`src/rtl/wpc_pkg.sv`:
```
package wpc_pkg;
  typedef enum logic [2:0] {
    SRC_NONE,
    SRC_RECALL,
    SRC_WRITE,
    SRC_XFR,
    SRC_STEP
  } load_src_e;
endpackage

```
`src/rtl/wpc_stepper.sv`:
```
module wpc_stepper #(
  parameter int POS_W = 6
) (
  input  logic [POS_W-1:0] cur,
  input  logic             up,
  output logic [POS_W-1:0] nxt
);
  localparam logic [POS_W-1:0] TOP = '1;
  localparam logic [POS_W-1:0] BOT = '0;

  always_comb begin
    if (up) nxt = (cur == TOP) ? cur : cur + 1'b1;
    else    nxt = (cur == BOT) ? cur : cur - 1'b1;
  end
endmodule

```
`src/rtl/wpc_load_arb.sv`:
```
module wpc_load_arb
  import wpc_pkg::*;
#(
  parameter int POS_W  = 6,
  parameter int NUM_DR = 4,
  parameter int SEL_W  = 2
) (
  input  logic [POS_W-1:0]        cur,
  input  logic                    recall_pend,
  input  logic [NUM_DR*POS_W-1:0] dr_flat,
  input  logic                    wr_valid,
  input  logic [POS_W-1:0]        wr_data,
  input  logic                    xfr_valid,
  input  logic [SEL_W-1:0]        xfr_sel,
  input  logic                    step_fire,
  input  logic [POS_W-1:0]        step_val,
  output logic [POS_W-1:0]        nxt
);
  logic [POS_W-1:0] dr_arr [NUM_DR];
  load_src_e        src;

  for (genvar k = 0; k < NUM_DR; k++) begin : g_dr
    assign dr_arr[k] = dr_flat[k*POS_W +: POS_W];
  end

  always_comb begin
    if (recall_pend)    src = SRC_RECALL;
    else if (wr_valid)  src = SRC_WRITE;
    else if (xfr_valid) src = SRC_XFR;
    else if (step_fire) src = SRC_STEP;
    else                src = SRC_NONE;

    case (src)
      SRC_RECALL: nxt = dr_arr[0];
      SRC_WRITE:  nxt = wr_data;
      SRC_XFR:    nxt = dr_arr[xfr_sel];
      SRC_STEP:   nxt = step_val;
      default:    nxt = cur;
    endcase
  end
endmodule

```
`src/rtl/wpc_tap_decode.sv`:
```
module wpc_tap_decode #(
  parameter int POS_W = 6,
  parameter int TAPS  = 64
) (
  input  logic             clk,
  input  logic             rst_n,
  input  logic [POS_W-1:0] pos_in,
  output logic [TAPS-1:0]  tap_q
);
  logic [TAPS-1:0] hot_nxt;

  for (genvar i = 0; i < TAPS; i++) begin : g_hot
    assign hot_nxt[i] = (pos_in == POS_W'(i));
  end

  always_ff @(posedge clk or negedge rst_n) begin
    if (!rst_n) tap_q <= {{(TAPS-1){1'b0}}, 1'b1};
    else        tap_q <= hot_nxt;
  end

  // exactly one switch enable is active
  p_onehot_r10: assert property (@(posedge clk) disable iff (!rst_n)
    $countones(tap_q) == 1);
endmodule

```
`src/rtl/wiper_pos_ctrl.sv`:
```
module wiper_pos_ctrl #(
  parameter int POS_W  = 6,
  parameter int NUM_DR = 4,
  parameter int SEL_W  = (NUM_DR > 1) ? $clog2(NUM_DR) : 1,
  parameter int TAPS   = 1 << POS_W
) (
  input  logic                    clk,
  input  logic                    rst_n,
  input  logic [NUM_DR*POS_W-1:0] dr_flat,
  input  logic                    wr_valid,
  input  logic [POS_W-1:0]        wr_data,
  input  logic                    xfr_valid,
  input  logic [SEL_W-1:0]        xfr_sel,
  input  logic                    step_en,
  input  logic                    scl_hi_pulse,
  input  logic                    sda_lvl,
  output logic [POS_W-1:0]        pos,
  output logic [TAPS-1:0]         tap_sel
);
  localparam logic [POS_W-1:0] TOP = '1;

  logic [POS_W-1:0] pos_q, pos_nxt, step_val;
  logic             recall_pend, step_fire, quiet_hi;

  assign step_fire = step_en & scl_hi_pulse;

  wpc_stepper #(.POS_W(POS_W)) u_step (
    .cur(pos_q), .up(sda_lvl), .nxt(step_val)
  );

  wpc_load_arb #(.POS_W(POS_W), .NUM_DR(NUM_DR), .SEL_W(SEL_W)) u_arb (
    .cur(pos_q), .recall_pend(recall_pend), .dr_flat(dr_flat),
    .wr_valid(wr_valid), .wr_data(wr_data),
    .xfr_valid(xfr_valid), .xfr_sel(xfr_sel),
    .step_fire(step_fire), .step_val(step_val), .nxt(pos_nxt)
  );

  always_ff @(posedge clk or negedge rst_n) begin
    if (!rst_n) begin
      pos_q       <= '0;
      recall_pend <= 1'b1;
    end else begin
      pos_q       <= pos_nxt;
      recall_pend <= 1'b0;
    end
  end

  wpc_tap_decode #(.POS_W(POS_W), .TAPS(TAPS)) u_dec (
    .clk(clk), .rst_n(rst_n), .pos_in(pos_nxt), .tap_q(tap_sel)
  );

  assign pos      = pos_q;
  assign quiet_hi = !recall_pend && !wr_valid && !xfr_valid;

  p_recall_r2: assert property (@(posedge clk) disable iff (!rst_n)
    recall_pend |=> pos == $past(dr_flat[POS_W-1:0]));
  p_write_r3: assert property (@(posedge clk) disable iff (!rst_n)
    (wr_valid && !recall_pend) |=> pos == $past(wr_data));
  p_step_up_r5: assert property (@(posedge clk) disable iff (!rst_n)
    (quiet_hi && step_fire && sda_lvl && pos != TOP) |=> pos == $past(pos) + 1'b1);
  p_step_dn_r6: assert property (@(posedge clk) disable iff (!rst_n)
    (quiet_hi && step_fire && !sda_lvl && pos != '0) |=> pos == $past(pos) - 1'b1);
  p_sat_hi_r7: assert property (@(posedge clk) disable iff (!rst_n)
    (quiet_hi && step_fire && sda_lvl && pos == TOP) |=> pos == TOP);
  p_sat_lo_r7: assert property (@(posedge clk) disable iff (!rst_n)
    (quiet_hi && step_fire && !sda_lvl && pos == '0) |=> pos == '0);
  p_hold_r9: assert property (@(posedge clk) disable iff (!rst_n)
    (quiet_hi && !step_fire) |=> $stable(pos));
  p_tap_idx_r10: assert property (@(posedge clk) disable iff (!rst_n)
    tap_sel[pos] == 1'b1);
endmodule

```
`config.mk`:
```
export PLATFORM = sky130hd
export DESIGN_NAME = wiper_pos_ctrl
export DESIGN_NICKNAME = d
export VERILOG_FILES = /design/src/rtl/wpc_pkg.sv /design/src/rtl/wpc_stepper.sv /design/src/rtl/wpc_load_arb.sv /design/src/rtl/wpc_tap_decode.sv /design/src/rtl/wiper_pos_ctrl.sv
export SDC_FILE = /design/constraint.sdc
export NUM_CORES = 1
export LEC_CHECK = 0
export ABC_AREA = 1
export BUFFER_PORTS_ARGS = -buffer_cell sky130_fd_sc_hd__buf_2
export CAP_MARGIN = 10
export CORE_MARGIN = 3
export CORE_UTILIZATION = 54
export CTS_CLUSTER_DIAMETER = 200
export CTS_CLUSTER_SIZE = 20
export DETAILED_ROUTE_END_ITERATION = 6
export HOLD_SLACK_MARGIN = 0.12
export PLACE_DENSITY = 0.95
export SYNTH_ARGS = -nofsm -noshare
export SYNTH_HDL_FRONTEND = slang
export SYNTH_SLANG_ARGS = --single-unit
export TNS_END_PERCENT = 10
```
`constraint.sdc`:
```
create_clock -name clk -period 2.8 [get_ports clk]
set_input_delay 0.28 -clock clk [delete_from_list [all_inputs] [get_ports clk]]
set_output_delay 0.28 -clock clk [all_outputs]
set_load 0.01 [all_outputs]
```
======== Word level (Yosys, flattened, before mapping) ========
Index checks and enable logic that the tools add are counted.
storage, ports and cells
  input port bits ......................... 39
  output and inout bits ................... 70
  memory bits (read-only) ................. 0
  memory bits (writable) .................. 0
  latch bits .............................. 0
  flip-flop bits (word level) ............. 71
  word-level logic and storage cells ...... 89
  memories kept ........................... 0
cells by class
  eq/ne operators ......................... 68
  $lt $le $gt $ge ......................... 1
  multiplexer cells ....................... 11
  divide/modulo/power cells ............... 0
  add/sub/neg operators ................... 2
  shift operators ......................... 0
  bitwise logic cells ..................... 2
  multiply operators ...................... 0
  reductions and logical operators ........ 2
operator list
  cell                                                                 count
  6-bit == test (second input constant)                                33
  6-bit by 5-bit == test with 1-bit output (second input constant)     16
  6-bit by 4-bit == test with 1-bit output (second input constant)     8
  6-bit two-way mux                                                    5
  6-bit by 3-bit == test with 1-bit output (second input constant)     4
  6-bit case mux with 4 select lines                                   1
  6-bit binary-select mux with 2-bit select                            1
  6-bit by 2-bit == test with 1-bit output (second input constant)     2
  6-bit logical NOT                                                    2
  3-bit two-way mux                                                    4
  6-bit by 1-bit adder with 6-bit output (second input constant)       1
  3-bit by 2-bit == test with 1-bit output (second input constant)     2
  6-bit by 1-bit == test with 1-bit output (second input constant)     1
  6-bit by 1-bit subtractor with 6-bit output (second input constant)  1
  3-bit by 1-bit == test with 1-bit output (second input constant)     1
  3-bit == test (second input constant)                                1
  3-bit greater-or-equal comparator (second input constant)            1
  2-bit inverter with 3-bit output                                     1
  1-bit AND                                                            1

======== Logic depth before layout (Yosys ltp) ========
  depth after elaboration ................. 8
  gate-level depth with buffers ........... 13
  mapped depth without buffers ............ 13

======== Modules after synthesis ========
From an unflattened synthesis, not the netlist that was laid out.
unflattened totals
  cell total of the unflattened synthesis .. 390
  area, all modules ....................... 3183.1 sq um
modules (own cells, without submodules)
  module          cells each  sequential area each (sq um)  times used  area each (sq um)
  wpc_tap_decode  168         1602.8                        1           2015.7
  wpc_load_arb    135         0.0                           1           566.8
  wpc_stepper     77          0.0                           1           412.9
  wiper_pos_ctrl  10          176.4                         1           187.7

======== Worst setup path before layout ========
Ideal clock, no wire load.
  kind .................................... flip-flop to flip-flop
  from .................................... register pos_q[1], in the netlist pos[1]
  to ...................................... register u_dec.tap_q[50]
  buffers on the path ..................... 1
  data arrival time ....................... 1806 ps
  data required time ...................... 2730 ps
  library setup time ...................... 70 ps
  clock period less this slack ............ 1877 ps
  cell stages (with the launch flop) ...... 11
  path slack .............................. 923 ps
  cells stage by stage .................... dfrtp_1 -> ha_1 -> nand3_4 -> nor2_4 -> nor2_2 -> a21oi_2 -> nand2_2 -> a21oi_4 -> nand3_4 -> buf_6 -> nor2_2
on the way
  longest elaborated chain between the ends .. 5
  elaborated cells on any way between the ends .. 9
  those cells by class .................... 2 x add/sub; 2 x eq/ne; 4 x mux; 1 x reduce/logical
RTL lines
  item                                                                       line                                  source
  start, declared                                                            wiper_pos_ctrl.sv:22                  logic [POS_W-1:0] pos_q, pos_nxt, step_val;
  start signal, assigned                                                     wiper_pos_ctrl.sv:43                  pos_q <= pos_nxt;
  6-bit by 1-bit subtractor with 6-bit output, or another cell as far along  wpc_stepper.sv:13                     else nxt = (cur == BOT) ? cur : cur - 1'b1;
  6-bit two-way mux, on equally long branches                                wpc_stepper.sv:13, wpc_stepper.sv:12
  6-bit two-way mux *                                                        wpc_stepper.sv:12                     if (up) nxt = (cur == TOP) ? cur : cur + 1'b1;
  6-bit case mux with 4 select lines *                                       wpc_load_arb.sv:33                    case (src)
  net pos_nxt[4]                                                             wiper_pos_ctrl.sv:22
  6-bit == test *                                                            wpc_tap_decode.sv:13                  assign hot_nxt[i] = (pos_in == POS_W'(i));
  net u_dec.hot_nxt[50]                                                      wpc_tap_decode.sv:10                  logic [TAPS-1:0] hot_nxt;
  end signal, assigned                                                       wpc_tap_decode.sv:17                  if (!rst_n) tap_q <= {{(TAPS-1){1'b0}}, 1'b1};
  end signal, assigned                                                       wpc_tap_decode.sv:18                  else tap_q <= hot_nxt;
  end, declared                                                              wpc_tap_decode.sv:8                   output logic [TAPS-1:0] tap_q
Mark *: on every way through the listed nets, which the timed path passes. The rest lies on a longest branch.

======== Final worst setup path ========
  from .................................... register pos_q[1], in the netlist pos[1]
  to ...................................... register u_dec.tap_q[18]
on the way
  longest elaborated chain between the ends .. 5
  elaborated cells on any way between the ends .. 9
  those cells by class .................... 2 x add/sub; 2 x eq/ne; 4 x mux; 1 x reduce/logical
RTL lines
  item                                                                       line
  6-bit by 1-bit subtractor with 6-bit output, or another cell as far along  wpc_stepper.sv:13
  6-bit two-way mux, on equally long branches                                wpc_stepper.sv:13, wpc_stepper.sv:12
  6-bit two-way mux                                                          wpc_stepper.sv:12
  6-bit case mux with 4 select lines *                                       wpc_load_arb.sv:33
  6-bit by 5-bit == test with 1-bit output *                                 wpc_tap_decode.sv:13
  net u_dec.hot_nxt[18]                                                      wpc_tap_decode.sv:10
Marks and branches as above.

==> results.cfg <==
[clocking]
cts_made_buffers = 9
cts-root-buf = clkbuf_8
cts_buffer_depth = 2
cts.reportedPaths.clkPinSlew_ns = 0.07
cts.sinks = 71
clk_latency_ns = 0.34
cts_htree_levels = 3
cts_tree = yes
post_cts_buffers = 0

[synth]
synth_edf_count = 0
syn_avg_cell_area_um2 = 8.89
synth_most_common_cell = nor2_1
ys_seq_area_frac = 0.559
async_flop_share = 1.00
ys_warn_count = 0
ys.flop_type = dfrtp_1
synth_area_leaders = dfrtp_1 (54%), nor2_1 (10%), nand2_1 (9.4%)
postSynthNetCount = 400
ys_ff_latch = 71
netlist_area_um2 = 3180
yosys-top-cells-count = nor2_1 (86), nand2_1 (80), dfrtp_1 (69)
yosysUniqueCellTypes = 33
synth_top_area_share = 0.542
netlist.top_cell.by_area = dfrtp_1
yosys.area_share.simple = 0.313
synth_fa_ha_area_frac = 0.0118
synth-compound-area-share = 0.0554
synth_xor_area_frac = 0.00550
synth_top_family_by_area = simple AND/OR/NAND/NOR gates
synthMuxAreaShare = 0
synthCells = 358

[floorplan]
rows = 27
start_util = 0.568
die_height_um = 82.8
dieWidth_um = 82.8
die-area_um2 = 6850
core_area_um2 = 5610
ios = 109

[pwr]
ir_worst_vdd_v = 0.000333
p_clk_frac = 0.329
p_switching_w = 0.000669
seq_power_share = 0.500
swShare = 0.306
p_per_area_nw_per_um2 = 555
p_comb_frac = 0.171
internal_power_w = 0.00151
p_total_w = 0.00218
p_leak_nw = 2.24

[flow_run]
drv_cap = 0

[setup_path]
rrSetupSlack_ns = 0.49
worst_ep_arrival_time_ns = 2.57
worst_r2r_endpoint = u_dec.tap_q[18]$_DFF_PN0_
crit_start = pos[1]$_DFF_PN0_
critPathRequiredTime_ns = 3.06
crit_slowest_cell = dfrtp_1
worst-path-max-fanout = 9
reg2reg_depth = 11
worst_setup_path_end_kind = register
max_stage_delay_ns = 0.54
critPathKind = register to register
path_cells = ha_1, nand3_4, nor2_4, nand2_1, nand3_1, nand3_1, nand2_1, nand2_1, nor2_1, nand2_1, nor2_1
cpMostUsedCell = nand2_1
r2r_start = pos[1]$_DFF_PN0_
cp-endpoint = u_dec.tap_q[18]$_DFF_PN0_
critPathLaunchType = register

[grt]
antenna_found_initial = 0
grt_overflow = 0
grt_pass1_wl_um = 12600
grtUsageTotal = 0.252
grt_pass1_vias = 2625
grt_max_degree = 40

[finish]
fin_cells = 549
nets = 514
utilization = 0.701
layout-drive-gt1-share = 0.338
n_fill_cell = 438
stdcell_area_um2 = 3930
seq_area_um2 = 1780
syn2layout_area_growth_pct = 23.5
antenna_cells = 0
multiInputGateArea_um2 = 1230

[sta]
fmax_mhz = 432
hold_viol = 0
rsz0062_at_grt = no
final.setup.tns_ns = 0
setup-violations-final = 0
max_slew_margin = 0.431
clock_skew_ns = 0.00560
maxSlewViolCount = 0
final.period_utilization = 0.827
tightest_slew_ns = 0.853
post-route-min-period_ns = 2.31

[drt]
drt-initial-drc-count = 204
vias_per_cell = 5.19
remaining_drc_errors = 0
wl_per_cell_um = 14.9
wirelength_um = 8160
vias = 2852
postRouteAntennaNets = 0
drt_pass1_iterations = 7

[run_status]
run_status = complete, no violations

[placement]
dpl.cell_count = 532
dp_hpwl_um = 5960
gp_congestion = 0.911
postPlaceCellArea_um2 = 3750
portBuffers = 108

[hold_path]
hold_class = primary input to register
metal layers:
| layer | vias to the layer above | wire, um | track usage |
|---|---|---|---|
| met2 | 178 | 3980 | 0.404 |
| li1 | 1346 | - | - |
| met1 | 1300 | 3140 | 0.318 |
| met3 | 28 | 759 | 0.0659 |
| met4 | 0 | 280 | 0.118 |
| met5 | - | 0 | 0 |
logic make-up (layout without fill, tap and decap cells):
| family | count (synthesis) | in the layout |
|---|---|---|
| other | 1 | 1 |
| flip-flops | 71 | 71 |
| buffers and inverters | 33 | 152 |
| adder cells (fa/ha/maj) | 3 | 3 |
| AO/OA/AOI/OAI | 29 | 29 |
| XOR/XNOR | 2 | 2 |
| AND/OR/NAND/NOR | 219 | 219 |
state kept, by name, summed over array words and instances, names as in the netlist:
register / cells
pos: 6
recall_pend: 1
u_dec.tap_q: 64
power by group through the flow:
stage / clock network, W / logic (W) / registers [W]
after floorplan: 0 / 0.000239 / 0.00111
after global placement: 0 / 0.000354 / 0.00111
after detailed placement: 0 / 0.000367 / 0.00111
after CTS: 0.000723 / 0.000370 / 0.00109
after global routing: 0.000768 / 0.000414 / 0.00110
final: 0.000718 / 0.000373 / 0.00109
worst min-delay path by stage:
stage,cells past startpoint,slack [ns],startpoint,endpoint
after floorplan,0,-0.02,rst_n,pos[0]$_DFF_PN0_
after CTS,3,0.30,wr_data[1],pos[1]$_DFF_PN0_
after global placement,1,0.42,rst_n,u_dec.tap_q[2]$_DFF_PN0_
after detailed placement,1,0.42,rst_n,u_dec.tap_q[33]$_DFF_PN0_
final,5,0.33,wr_data[2],pos[2]$_DFF_PN0_
after global routing,5,0.33,wr_data[2],pos[2]$_DFF_PN0_
layout by cell type (no fill, tap or decap), types with 2 or more instances in the layout:
cell type	Yosys	routed
nand3_2	3	3
dfrtp_1	69	69
ha_1	3	3
nand3_1	19	19
nand2_2	2	2
nor2_2	15	15
o21ai_0	13	13
nor2_1	86	86
inv_1	23	23
nand4_1	5	5
nand2_1	80	80
nand2_4	3	3
dfstp_2	2	2
buf_2	1	108
a21oi_1	7	7
inv_2	2	2
clkbuf_8	0	10
nand3_4	3	3
a21oi_2	2	2
clkinv_2	0	4
buf_4	1	2
per-stage QoR:
stage / hold slack [ns] / worst slack (ns)
after floorplan: -0.0156 / 0.923
after global routing: 0.328 / 0.275
after detailed placement: 0.420 / 0.512
after CTS: 0.301 / 0.506
final: 0.327 / 0.485
after global placement: 0.419 / 0.704
repair_timing:
item / CTS / global route
hold endpoints to repair: 36 / 0
hold buffers: 1 / 0
gates resized for setup: 0 / 0
layout make-up:
class / instances / area share
inverter: 25 / 0.0239
timing repair buffer: 111 / 0.144
tap: 72 / 0.0229
sequential: 71 / 0.452
clock inverter: 6 / 0.00923
multi-input combinational: 254 / 0.313
clock buffer: 10 / 0.0350
critical path: cells and delay by family, from the launching register on:
| kind | cells | cell delay (ns) |
|---|---|---|
| AND/OR/NAND/NOR | 10 | 1.35 |
| adder cells (fa/ha/maj) | 1 | 0.33 |
| flip-flops | 1 | 0.54 |
(Power assumes the default switching activity.)
